`config.mk`:
```
export PLATFORM = sky130hd
export DESIGN_NAME = dring_copy_engine
export DESIGN_NICKNAME = d
export VERILOG_FILES = /design/src/rtl/ce_pkg.sv /design/src/rtl/ce_ring_ptr.sv /design/src/rtl/ce_swap.sv /design/src/rtl/ce_regfile.sv /design/src/rtl/ce_engine.sv /design/src/rtl/dring_copy_engine.sv
export SDC_FILE = /design/constraint.sdc
export NUM_CORES = 1
export LEC_CHECK = 0
export ABC_AREA = 1
export BUFFER_PORTS_ARGS = -buffer_cell sky130_fd_sc_hd__buf_2
export CAP_MARGIN = 20
export CORE_UTILIZATION = 50
export CTS_CLUSTER_DIAMETER = 50
export DETAILED_ROUTE_END_ITERATION = 8
export PLACE_DENSITY = 0.7
export SETUP_SLACK_MARGIN = 0.4
export SYNTH_ARGS = -nofsm -noshare
export SYNTH_HDL_FRONTEND = slang
export SYNTH_SLANG_ARGS = --single-unit
```
`constraint.sdc`:
```
create_clock -name clk -period 4.2 [get_ports clk]
set_clock_uncertainty 0.05 [all_clocks]
set_input_delay 0.42 -clock clk [delete_from_list [all_inputs] [get_ports clk]]
set_output_delay 0.42 -clock clk [all_outputs]
set_load 0.01 [all_outputs]
```
`src/rtl/ce_pkg.sv`:
```
package ce_pkg;
   localparam int FLG_GATHER = 0;
   localparam int FLG_SWAP   = 1;
   localparam int META_LSB   = 4;
   localparam int META_W     = 12;

   typedef enum logic [2:0] {
      ST_IDLE, ST_SRC_A, ST_SRC_B, ST_DST_A, ST_RD, ST_WR, ST_WB, ST_ADV
   } ce_state_e;

   typedef enum logic [3:0] {
      RA_SRC_BASE = 4'd0, RA_SRC_SIZE = 4'd1, RA_SRC_WR = 4'd2, RA_SRC_RD = 4'd3,
      RA_DST_BASE = 4'd4, RA_DST_SIZE = 4'd5, RA_DST_WR = 4'd6, RA_DST_RD = 4'd7,
      RA_MAX_LEN  = 4'd8
   } ce_reg_e;
endpackage

```
`src/rtl/ce_ring_ptr.sv`:
```
module ce_ring_ptr #(
   parameter int IDX_W = 4
) (
   input  logic             clk,
   input  logic             rst_n,
   input  logic             adv_i,
   input  logic [IDX_W-1:0] mask_i,
   output logic [IDX_W-1:0] idx_o
);
   always_ff @(posedge clk or negedge rst_n) begin
      if (!rst_n)     idx_o <= '0;
      else if (adv_i) idx_o <= (idx_o + 1'b1) & mask_i;
   end
endmodule

```
`src/rtl/ce_swap.sv`:
```
module ce_swap #(
   parameter bit EN = 1'b1
) (
   input  logic        en_i,
   input  logic [31:0] d_i,
   output logic [31:0] d_o
);
   generate
      if (EN) begin : g_swap
         assign d_o = en_i ? {d_i[7:0], d_i[15:8], d_i[23:16], d_i[31:24]} : d_i;
      end else begin : g_pass
         logic unused_en;
         assign unused_en = en_i;
         assign d_o = d_i;
      end
   endgenerate
endmodule

```
`src/rtl/ce_regfile.sv`:
```
module ce_regfile
   import ce_pkg::*;
#(
   parameter int IDX_W = 4
) (
   input  logic             clk,
   input  logic             rst_n,
   input  logic             we,
   input  logic [3:0]       addr,
   input  logic [31:0]      wdata,
   output logic [31:0]      rdata,
   input  logic [IDX_W-1:0] src_rd,
   input  logic [IDX_W-1:0] dst_rd,
   output logic [31:0]      src_base,
   output logic [31:0]      dst_base,
   output logic [IDX_W-1:0] src_mask,
   output logic [IDX_W-1:0] dst_mask,
   output logic [IDX_W-1:0] src_wr,
   output logic [IDX_W-1:0] dst_wr,
   output logic [15:0]      max_len
);
   localparam int SZ_W = IDX_W + 1;

   logic [SZ_W-1:0] src_size, dst_size;

   assign src_mask = IDX_W'(src_size - SZ_W'(1));
   assign dst_mask = IDX_W'(dst_size - SZ_W'(1));

   always_ff @(posedge clk or negedge rst_n) begin
      if (!rst_n) begin
         src_base <= '0;  dst_base <= '0;
         src_size <= '0;  dst_size <= '0;
         src_wr   <= '0;  dst_wr   <= '0;
         max_len  <= 16'hFFFF;
      end else if (we) begin
         case (addr)
            RA_SRC_BASE: src_base <= wdata & 32'hFFFF_FFF8;
            RA_SRC_SIZE: src_size <= wdata[SZ_W-1:0];
            RA_SRC_WR:   src_wr   <= wdata[IDX_W-1:0] & src_mask;
            RA_DST_BASE: dst_base <= wdata & 32'hFFFF_FFF8;
            RA_DST_SIZE: dst_size <= wdata[SZ_W-1:0];
            RA_DST_WR:   dst_wr   <= wdata[IDX_W-1:0] & dst_mask;
            RA_MAX_LEN:  max_len  <= wdata[15:0];
            default: ;
         endcase
      end
   end

   always_comb begin
      case (addr)
         RA_SRC_BASE: rdata = src_base;
         RA_SRC_SIZE: rdata = 32'(src_size);
         RA_SRC_WR:   rdata = 32'(src_wr);
         RA_SRC_RD:   rdata = 32'(src_rd);
         RA_DST_BASE: rdata = dst_base;
         RA_DST_SIZE: rdata = 32'(dst_size);
         RA_DST_WR:   rdata = 32'(dst_wr);
         RA_DST_RD:   rdata = 32'(dst_rd);
         RA_MAX_LEN:  rdata = 32'(max_len);
         default:     rdata = '0;
      endcase
   end


   wr_mask_chk: assert property (@(posedge clk) disable iff (!rst_n)
      (we && addr == RA_SRC_WR) |=> ((src_wr & ~src_mask) == '0));
endmodule

```
`src/rtl/ce_engine.sv`:
```
module ce_engine
   import ce_pkg::*;
#(
   parameter int IDX_W   = 4,
   parameter bit SWAP_EN = 1'b1
) (
   input  logic             clk,
   input  logic             rst_n,
   input  logic [31:0]      src_base,
   input  logic [31:0]      dst_base,
   input  logic [IDX_W-1:0] src_mask,
   input  logic [IDX_W-1:0] dst_mask,
   input  logic [IDX_W-1:0] src_wr,
   input  logic [IDX_W-1:0] dst_wr,
   input  logic [15:0]      max_len,
   output logic             mem_en,
   output logic             mem_we,
   output logic [31:0]      mem_addr,
   output logic [31:0]      mem_wdata,
   input  logic [31:0]      mem_rdata,
   output logic [IDX_W-1:0] src_rd,
   output logic [IDX_W-1:0] dst_rd,
   output logic             done_o
);
   ce_state_e         st;
   logic [31:0]       s_ptr, d_ptr, data_q, data_sw;
   logic [15:0]       words_left, acc_len, clip_len;
   logic [META_W-1:0] meta_q;
   logic              swap_q, gath_q, any_swap, open_q;
   logic              src_adv, dst_adv, src_avail, dst_avail;
   logic [31:0]       src_desc, dst_desc;

   assign src_avail = (src_rd != src_wr);
   assign dst_avail = (dst_rd != dst_wr);
   assign src_desc  = src_base + (32'(src_rd) << 3);
   assign dst_desc  = dst_base + (32'(dst_rd) << 3);
   assign clip_len  = (mem_rdata[15:0] > max_len) ? max_len : mem_rdata[15:0];
   assign src_adv   = (st == ST_RD) && (words_left == '0);
   assign dst_adv   = (st == ST_ADV);

   ce_ring_ptr #(.IDX_W(IDX_W)) u_src_ptr (
      .clk(clk), .rst_n(rst_n), .adv_i(src_adv), .mask_i(src_mask), .idx_o(src_rd));
   ce_ring_ptr #(.IDX_W(IDX_W)) u_dst_ptr (
      .clk(clk), .rst_n(rst_n), .adv_i(dst_adv), .mask_i(dst_mask), .idx_o(dst_rd));
   ce_swap #(.EN(SWAP_EN)) u_swap (.en_i(swap_q), .d_i(data_q), .d_o(data_sw));

   always_comb begin
      mem_en = 1'b0;  mem_we = 1'b0;  mem_addr = '0;  mem_wdata = '0;
      case (st)
         ST_SRC_A: begin mem_en = 1'b1; mem_addr = src_desc; end
         ST_SRC_B: begin mem_en = 1'b1; mem_addr = src_desc + 32'd4; end
         ST_DST_A: begin mem_en = 1'b1; mem_addr = dst_desc; end
         ST_RD:    begin mem_en = (words_left != '0); mem_addr = s_ptr; end
         ST_WR:    begin mem_en = 1'b1; mem_we = 1'b1; mem_addr = d_ptr; mem_wdata = data_sw; end
         ST_WB: begin
            mem_en = 1'b1;  mem_we = 1'b1;  mem_addr = dst_desc + 32'd4;
            mem_wdata = {meta_q, 2'b00, any_swap, 1'b0, acc_len};
         end
         default: ;
      endcase
   end

   always_ff @(posedge clk or negedge rst_n) begin
      if (!rst_n) begin
         st <= ST_IDLE;  s_ptr <= '0;  d_ptr <= '0;  data_q <= '0;
         words_left <= '0;  acc_len <= '0;  meta_q <= '0;
         swap_q <= 1'b0;  gath_q <= 1'b0;  any_swap <= 1'b0;
         open_q <= 1'b0;  done_o <= 1'b0;
      end else begin
         done_o <= 1'b0;
         case (st)
            ST_IDLE:  if (src_avail && (open_q || dst_avail)) st <= ST_SRC_A;
            ST_SRC_A: begin s_ptr <= mem_rdata & 32'hFFFF_FFFC; st <= ST_SRC_B; end
            ST_SRC_B: begin
               words_left <= 16'(({1'b0, clip_len} + 17'd3) >> 2);
               acc_len    <= acc_len + clip_len;
               meta_q     <= mem_rdata[16+META_LSB +: META_W];
               swap_q     <= mem_rdata[16+FLG_SWAP];
               gath_q     <= mem_rdata[16+FLG_GATHER];
               any_swap   <= any_swap | (SWAP_EN & mem_rdata[16+FLG_SWAP]);
               st         <= open_q ? ST_RD : ST_DST_A;
            end
            ST_DST_A: begin d_ptr <= mem_rdata & 32'hFFFF_FFFC; open_q <= 1'b1; st <= ST_RD; end
            ST_RD: begin
               if (words_left == '0) st <= gath_q ? ST_IDLE : ST_WB;
               else begin data_q <= mem_rdata; st <= ST_WR; end
            end
            ST_WR: begin
               s_ptr <= s_ptr + 32'd4;  d_ptr <= d_ptr + 32'd4;
               words_left <= words_left - 16'd1;  st <= ST_RD;
            end
            ST_WB:  st <= ST_ADV;
            ST_ADV: begin
               done_o <= 1'b1;  open_q <= 1'b0;  acc_len <= '0;  any_swap <= 1'b0;
               st <= ST_IDLE;
            end
            default: st <= ST_IDLE;
         endcase
      end
   end


   wb_before_adv_chk: assert property (@(posedge clk) disable iff (!rst_n)
      dst_adv |-> ($past(mem_we) && $past(mem_addr) == dst_desc + 32'd4));

   done_pulse_chk: assert property (@(posedge clk) disable iff (!rst_n)
      done_o |=> !done_o);

   idle_quiet_chk: assert property (@(posedge clk) disable iff (!rst_n)
      (st == ST_IDLE && !src_avail) |=> !mem_en);

   stall_chk: assert property (@(posedge clk) disable iff (!rst_n)
      (st == ST_IDLE && !open_q && !dst_avail) |=> !mem_en);

   we_in_open_chk: assert property (@(posedge clk) disable iff (!rst_n)
      mem_we |-> open_q);

   clip_chk: assert property (@(posedge clk) disable iff (!rst_n)
      (st == ST_WR) |-> (17'(words_left) <= ((17'(max_len) + 17'd3) >> 2)));
endmodule

```
`src/rtl/dring_copy_engine.sv`:
```
module dring_copy_engine #(
   parameter int IDX_W   = 4,
   parameter bit SWAP_EN = 1'b1
) (
   input  logic        clk,
   input  logic        rst_n,
   input  logic        reg_we,
   input  logic [3:0]  reg_addr,
   input  logic [31:0] reg_wdata,
   output logic [31:0] reg_rdata,
   output logic        mem_en,
   output logic        mem_we,
   output logic [31:0] mem_addr,
   output logic [31:0] mem_wdata,
   input  logic [31:0] mem_rdata,
   output logic        done_o
);
   generate
      if (IDX_W < 2 || IDX_W > 16) begin : g_bad_idx
         $error("dring_copy_engine: IDX_W must lie in 2..16");
      end
   endgenerate

   logic [31:0]      src_base, dst_base;
   logic [IDX_W-1:0] src_mask, dst_mask, src_wr, dst_wr, src_rd, dst_rd;
   logic [15:0]      max_len;

   ce_regfile #(.IDX_W(IDX_W)) u_regs (
      .clk(clk), .rst_n(rst_n), .we(reg_we), .addr(reg_addr), .wdata(reg_wdata),
      .rdata(reg_rdata), .src_rd(src_rd), .dst_rd(dst_rd),
      .src_base(src_base), .dst_base(dst_base), .src_mask(src_mask), .dst_mask(dst_mask),
      .src_wr(src_wr), .dst_wr(dst_wr), .max_len(max_len));

   ce_engine #(.IDX_W(IDX_W), .SWAP_EN(SWAP_EN)) u_eng (
      .clk(clk), .rst_n(rst_n), .src_base(src_base), .dst_base(dst_base),
      .src_mask(src_mask), .dst_mask(dst_mask), .src_wr(src_wr), .dst_wr(dst_wr),
      .max_len(max_len), .mem_en(mem_en), .mem_we(mem_we), .mem_addr(mem_addr),
      .mem_wdata(mem_wdata), .mem_rdata(mem_rdata), .src_rd(src_rd), .dst_rd(dst_rd),
      .done_o(done_o));
endmodule

```
==> report_table.html <==
<table>
<tr><th>Metric</th><th>Value</th></tr>
<tr><th colspan="2">Outcome</th></tr>
<tr><td>Result of the run</td><td>finished, final reports clean</td></tr>
<tr><th colspan="2">Clock tree</th></tr>
<tr><td>Clk Latency, worst-skew pair</td><td>530 ps</td></tr>
<tr><td>Clock tree from TritonCTS</td><td>built</td></tr>
<tr><td>Number of CTS-inserted buffers</td><td>35</td></tr>
<tr><td>Clock root buffer</td><td>sky130_fd_sc_hd__clkbuf_16</td></tr>
<tr><td>Clock buffer depth</td><td>3</td></tr>
<tr><td>Register clock-pin slew on the reported worst setup and hold paths</td><td>60 ps</td></tr>
<tr><td>Clock Sinks</td><td>244</td></tr>
<tr><td>H-tree depth</td><td>2</td></tr>
<tr><th colspan="2">Die</th></tr>
<tr><td>Vertical extent of the die</td><td>182 µm</td></tr>
<tr><td>Standard-cell rows</td><td>between 60 and 70</td></tr>
<tr><td>I/O Pins</td><td>170</td></tr>
<tr><td>Effective utilization at floorplan</td><td>51.0%</td></tr>
<tr><td>Die Area</td><td>33,000 µm²</td></tr>
<tr><td>Placeable core region</td><td>31,600 µm²</td></tr>
<tr><td>Chip Width</td><td>around 180 µm</td></tr>
<tr><th colspan="2">Setup path</th></tr>
<tr><td>WS Path Type</td><td>reg -&gt; reg</td></tr>
<tr><td>Launch point of the worst reg-to-reg path</td><td>u_regs.max_len[14]</td></tr>
<tr><td>CP Max Fanout</td><td>5</td></tr>
<tr><td>Critical-path top delay cell</td><td>sky130_fd_sc_hd__dfstp_2</td></tr>
<tr><td>Cell seen most often among critical-path stages</td><td>sky130_fd_sc_hd__nand2_2</td></tr>
<tr><td>Cell depth of the worst flop-to-flop path</td><td>24</td></tr>
<tr><td>Internal reg-to-reg setup slack</td><td>500 ps</td></tr>
<tr><td>Worst Path Arrival</td><td>4050 ps</td></tr>
<tr><td>Crit path launch type</td><td>flop</td></tr>
<tr><td>Critical Path End Type</td><td>flop</td></tr>
<tr><td>Required time of the critical path</td><td>4540 ps</td></tr>
<tr><td>Endpoint of the worst-slack reg-to-reg timing path</td><td>u_eng.acc_len[12]</td></tr>
<tr><td>Launching instance or port of the critical path</td><td>u_regs.max_len[14]</td></tr>
<tr><td>Biggest cell delay along the critical path</td><td>540 ps</td></tr>
<tr><td>Cell-by-cell trace of the critical path</td><td>inv_1, ha_1, nand2_2, nor3_4, nand2_1, nand2_2, nand2_4, nand2_2, nand2_2, inv_2, ha_4, inv_2, fa_2, inv_2, nand3_2, a21boi_2, nand2_1, nand2_2, a31oi_4, o21ai_2, a21boi_2, or2_2, nand3_1, o21ai_1</td></tr>
<tr><th colspan="2">Global route</th></tr>
<tr><td>Overflow left after global routing</td><td>0</td></tr>
<tr><td>Antenna violations before repair</td><td>1</td></tr>
<tr><td>Via count of the first global-routing pass</td><td>15,800</td></tr>
<tr><td>Combined global-route utilization of all metal layers</td><td>between 30% and 40%</td></tr>
<tr><td>Maximum number of pins on one net before global-route repair</td><td>110</td></tr>
<tr><td>First-pass GRT wire length</td><td>87,400 µm</td></tr>
<tr><th colspan="2">Finish</th></tr>
<tr><td>Filler cell count</td><td>2,992</td></tr>
<tr><td>Area used by multi-input combinational logic</td><td>8740 µm²</td></tr>
<tr><td>FF/Latch Area</td><td>between 6000 and 7000 µm²</td></tr>
<tr><td>Final cell utilization of the core</td><td>60.2%</td></tr>
<tr><td>Area Overhead vs Synth</td><td>17.9%</td></tr>
<tr><td>Layout cell share with drive strength beyond 1</td><td>16.4%</td></tr>
<tr><td>Post-layout nets</td><td>between 2,000 and 3,000</td></tr>
<tr><th colspan="2">Detailed routing</th></tr>
<tr><td>Number of DRC violations after detailed routing</td><td>0</td></tr>
<tr><td>Number of nets with antenna violations after routing</td><td>0</td></tr>
<tr><td>Total detailed-routing wirelength</td><td>56,300 µm</td></tr>
<tr><td>WL per Instance</td><td>19.7 µm</td></tr>
<tr><td>Via density</td><td>5.81</td></tr>
<tr><td>1st-iter DRT viols</td><td>1,652</td></tr>
<tr><td>Vias</td><td>16,600</td></tr>
<tr><td>Number of iterations in the first detailed-routing pass</td><td>6</td></tr>
<tr><th colspan="2">Timing</th></tr>
<tr><td>Final number of max-transition violations</td><td>0</td></tr>
<tr><td>Final setup violation count</td><td>0</td></tr>
<tr><td>Portion of the clock cycle consumed by the worst path in the final layout</td><td>around nine tenths</td></tr>
<tr><td>Fmax</td><td>270 MHz</td></tr>
<tr><td>Slew at the pin with the worst max-slew slack</td><td>990 ps</td></tr>
<tr><td>Relative max-transition margin</td><td>between 30% and 40%</td></tr>
<tr><td>Final hold violation count</td><td>0</td></tr>
<tr><td>Time the worst path needs with I/O delays and setup</td><td>roughly 3700 ps</td></tr>
<tr><td>Setup repair after global routing missed its margin</td><td>true</td></tr>
<tr><td>Final worst slack</td><td>~500 ps</td></tr>
<tr><th colspan="2">Pwr</th></tr>
<tr><td>Power per cell area</td><td>717 nW/µm²</td></tr>
<tr><td>Max rail drop VDD</td><td>327 µV</td></tr>
<tr><td>Overall Power</td><td>13.7 mW</td></tr>
<tr><td>Leakage power</td><td>9.15 nW</td></tr>
<tr><th colspan="2">Synthesis</th></tr>
<tr><td>Count of distinct cell types in the synthesized netlist</td><td>63</td></tr>
<tr><td>Post-synth EDFFs</td><td>0</td></tr>
<tr><td>Top_reg_cell synth</td><td>sky130_fd_sc_hd__dfrtp_1</td></tr>
<tr><td>Post-synthesis area per instance</td><td>7.14 µm²</td></tr>
<tr><td>Async set-or-reset flop fraction in the synthesized netlist</td><td>100%</td></tr>
<tr><td>Biggest area contributors in the synthesized netlist</td><td>sky130_fd_sc_hd__dfrtp_1 (35%), sky130_fd_sc_hd__nand2_1 (12%), sky130_fd_sc_hd__o21ai_0 (8.2%)</td></tr>
<tr><td>Number of synthesized register bits</td><td>244</td></tr>
<tr><td>Cell accounting for the most synthesized area</td><td>sky130_fd_sc_hd__dfrtp_1</td></tr>
<tr><td>Post-synthesis sequential area ratio</td><td>37.9%</td></tr>
<tr><td>Yosys warnings</td><td>0</td></tr>
<tr><td>Cell area after synthesis</td><td>~16,000 µm²</td></tr>
<tr><td>Synth Instances</td><td>2,260</td></tr>
<tr><td>Share of Yosys cell area claimed by the top area cell type</td><td>35.3%</td></tr>
<tr><th colspan="2">Min path</th></tr>
<tr><td>Worst hold-check path type</td><td>in -&gt; reg</td></tr>
<tr><td>Worst min-delay path endpoint</td><td>u_regs.dst_base[19]</td></tr>
<tr><td>Min-delay src</td><td>reg_wdata[19]</td></tr>
<tr><td>Number of cells on the worst hold path</td><td>3</td></tr>
<tr><th colspan="2">Place</th></tr>
<tr><td>Setup WS pre-CTS</td><td>-5.43 ps</td></tr>
<tr><td>Placer's final routability congestion estimate</td><td>0.976</td></tr>
<tr><td>DP Wirelength</td><td>42,300 µm</td></tr>
<tr><td>Number of buffers inserted by port buffering</td><td>approximately 170</td></tr>
<tr><th colspan="2">Flow run</th></tr>
<tr><td>Number of violations of the max-capacitance limit</td><td>0</td></tr>
</table>
[cells by family after synthesis]
kind of cell | count (synthesis) | synth area share, %
compound gates | 552 | 19.8
flops | 244 | 37.9
mux | 5 | 0.349
buf+inv | 404 | 9.61
other cells | 1 | 0.0232
xor+xnor | 48 | 2.60
simple gates | 955 | 25.6
fa+ha+maj | 51 | 4.09
[synth_stat cells (4+ instances only)]
master,count
sky130_fd_sc_hd__nand3_2,4
sky130_fd_sc_hd__nor2_1,198
sky130_fd_sc_hd__a21oi_1,94
sky130_fd_sc_hd__xor2_1,40
sky130_fd_sc_hd__nor3_2,8
sky130_fd_sc_hd__nand3_1,116
sky130_fd_sc_hd__inv_1,313
sky130_fd_sc_hd__ha_1,48
sky130_fd_sc_hd__o31ai_1,6
sky130_fd_sc_hd__o311ai_0,4
sky130_fd_sc_hd__clkbuf_1,66
sky130_fd_sc_hd__xnor2_1,8
sky130_fd_sc_hd__o21bai_1,5
sky130_fd_sc_hd__a31oi_1,33
sky130_fd_sc_hd__nand4_1,24
sky130_fd_sc_hd__o2111ai_1,21
sky130_fd_sc_hd__a221oi_1,5
sky130_fd_sc_hd__inv_2,4
sky130_fd_sc_hd__o21ai_1,5
sky130_fd_sc_hd__dfrtp_1,228
sky130_fd_sc_hd__nand2_1,516
sky130_fd_sc_hd__dfstp_2,16
sky130_fd_sc_hd__a22oi_1,6
sky130_fd_sc_hd__nor2_2,13
sky130_fd_sc_hd__o211ai_1,17
sky130_fd_sc_hd__o21ai_0,264
sky130_fd_sc_hd__nor3_1,35
sky130_fd_sc_hd__buf_2,10
sky130_fd_sc_hd__buf_1,4
sky130_fd_sc_hd__o221ai_1,12
sky130_fd_sc_hd__a32oi_1,4
sky130_fd_sc_hd__o22ai_1,53
sky130_fd_sc_hd__mux2_2,5
sky130_fd_sc_hd__nand2_2,7
sky130_fd_sc_hd__nor4_1,10
sky130_fd_sc_hd__nor2_4,8
[sequential cells by signal, summed over array words and instances (netlist names), 5 cells and up]
name and flops:
u_eng.data_q 32, u_eng.d_ptr 30, u_eng.s_ptr 30, u_regs.dst_base 29, u_regs.src_base 29, u_eng.acc_len 16
u_eng.words_left 16, u_regs.max_len 16, u_eng.meta_q 12, u_regs.dst_size 5, u_regs.src_size 5
[cells in the final DEF (no fill, tap or decap), drive strengths merged, types with 12 or more instances in the layout]
master	netlist	routed
inv	317	321
o2111ai	21	21
dfstp	16	16
nand4	25	25
nand2	524	524
nor3	43	43
a31oi	33	33
o221ai	12	12
dfrtp	228	228
clkinv	3	12
nor2	219	219
xor2	40	40
clkbuf	66	41
ha	48	48
o21ai	271	271
a21oi	95	95
buf	18	214
nand3	122	122
o22ai	53	53
o211ai	17	17
[stage by stage]
stage / area (µm²) / setup TNS (ps) / instances / hold slack (ps)
floorplan: 16200 / 0 / 2261 / 74.4
global placement: 17400 / 0 / 2782 / 420
detailed placement: 17400 / -5.43 / 2782 / 428
CTS: 18800 / 0 / 2847 / 90.1
global route: 19000 / 0 / 2855 / 116
finish: 19000 / 0 / 2856 / 95.8
[layout make-up]
type	count	share of cell area [%]
Sequential cell	244	32.2
Timing Repair Buffer	215	6.43
Multi-Input combinational cell	1613	45.9
Clock inverter	20	1.43
Tap cell	402	2.64
Antenna cell	1	0.0131
Clock buffer	41	5.10
Inverter	320	6.32
[worst max-delay path: cells and delay by family (launching register included)]
family                     cells  cell delay [ps]
DFF                            1              540
adders and majority gates      3              780
buffers and inverters          4              250
and+or+nand+nor               12             1360
AOI/OAI and AO/OA              5              570
[worst max path at each step]
stage / cells past startpoint / to / slack (ps)
after floorplan: 25 / u_eng.acc_len[12] / 480
after global placement: 24 / u_eng.acc_len[12] / 160
after detailed placement: 24 / u_eng.acc_len[12] / -5
after CTS: 22 / u_eng.acc_len[15] / 360
after global routing: 24 / u_eng.acc_len[12] / 300
final: 24 / u_eng.acc_len[12] / 500
[power by group]
group | switching [mW] | internal, mW | leakage, nW
sequential | 1.01 | 3.25 | 2.95
combinational | 4.07 | 2.16 | 5.59
clock | 1.18 | 1.98 | 0.610
total | 6.26 | 7.40 | 9.15
[timing repair]
action | CTS | global route
setup buffers | 3 | 8
pin swaps | 6 | 14
setup endpoints to repair | 6 | 28
hold buffers | 1 | 0
resized for setup | 16 | 57
hold endpoints to repair | 95 | 0
[metal layers]
layer / global-route usage, % / share of wire, %
met4: 11.7 / 3.3
met5: 0 / 0.020
met2: 50.3 / 42
met3: 9.03 / 11
met1: 48.2 / 44
Power figures use the tool's default switching activity.
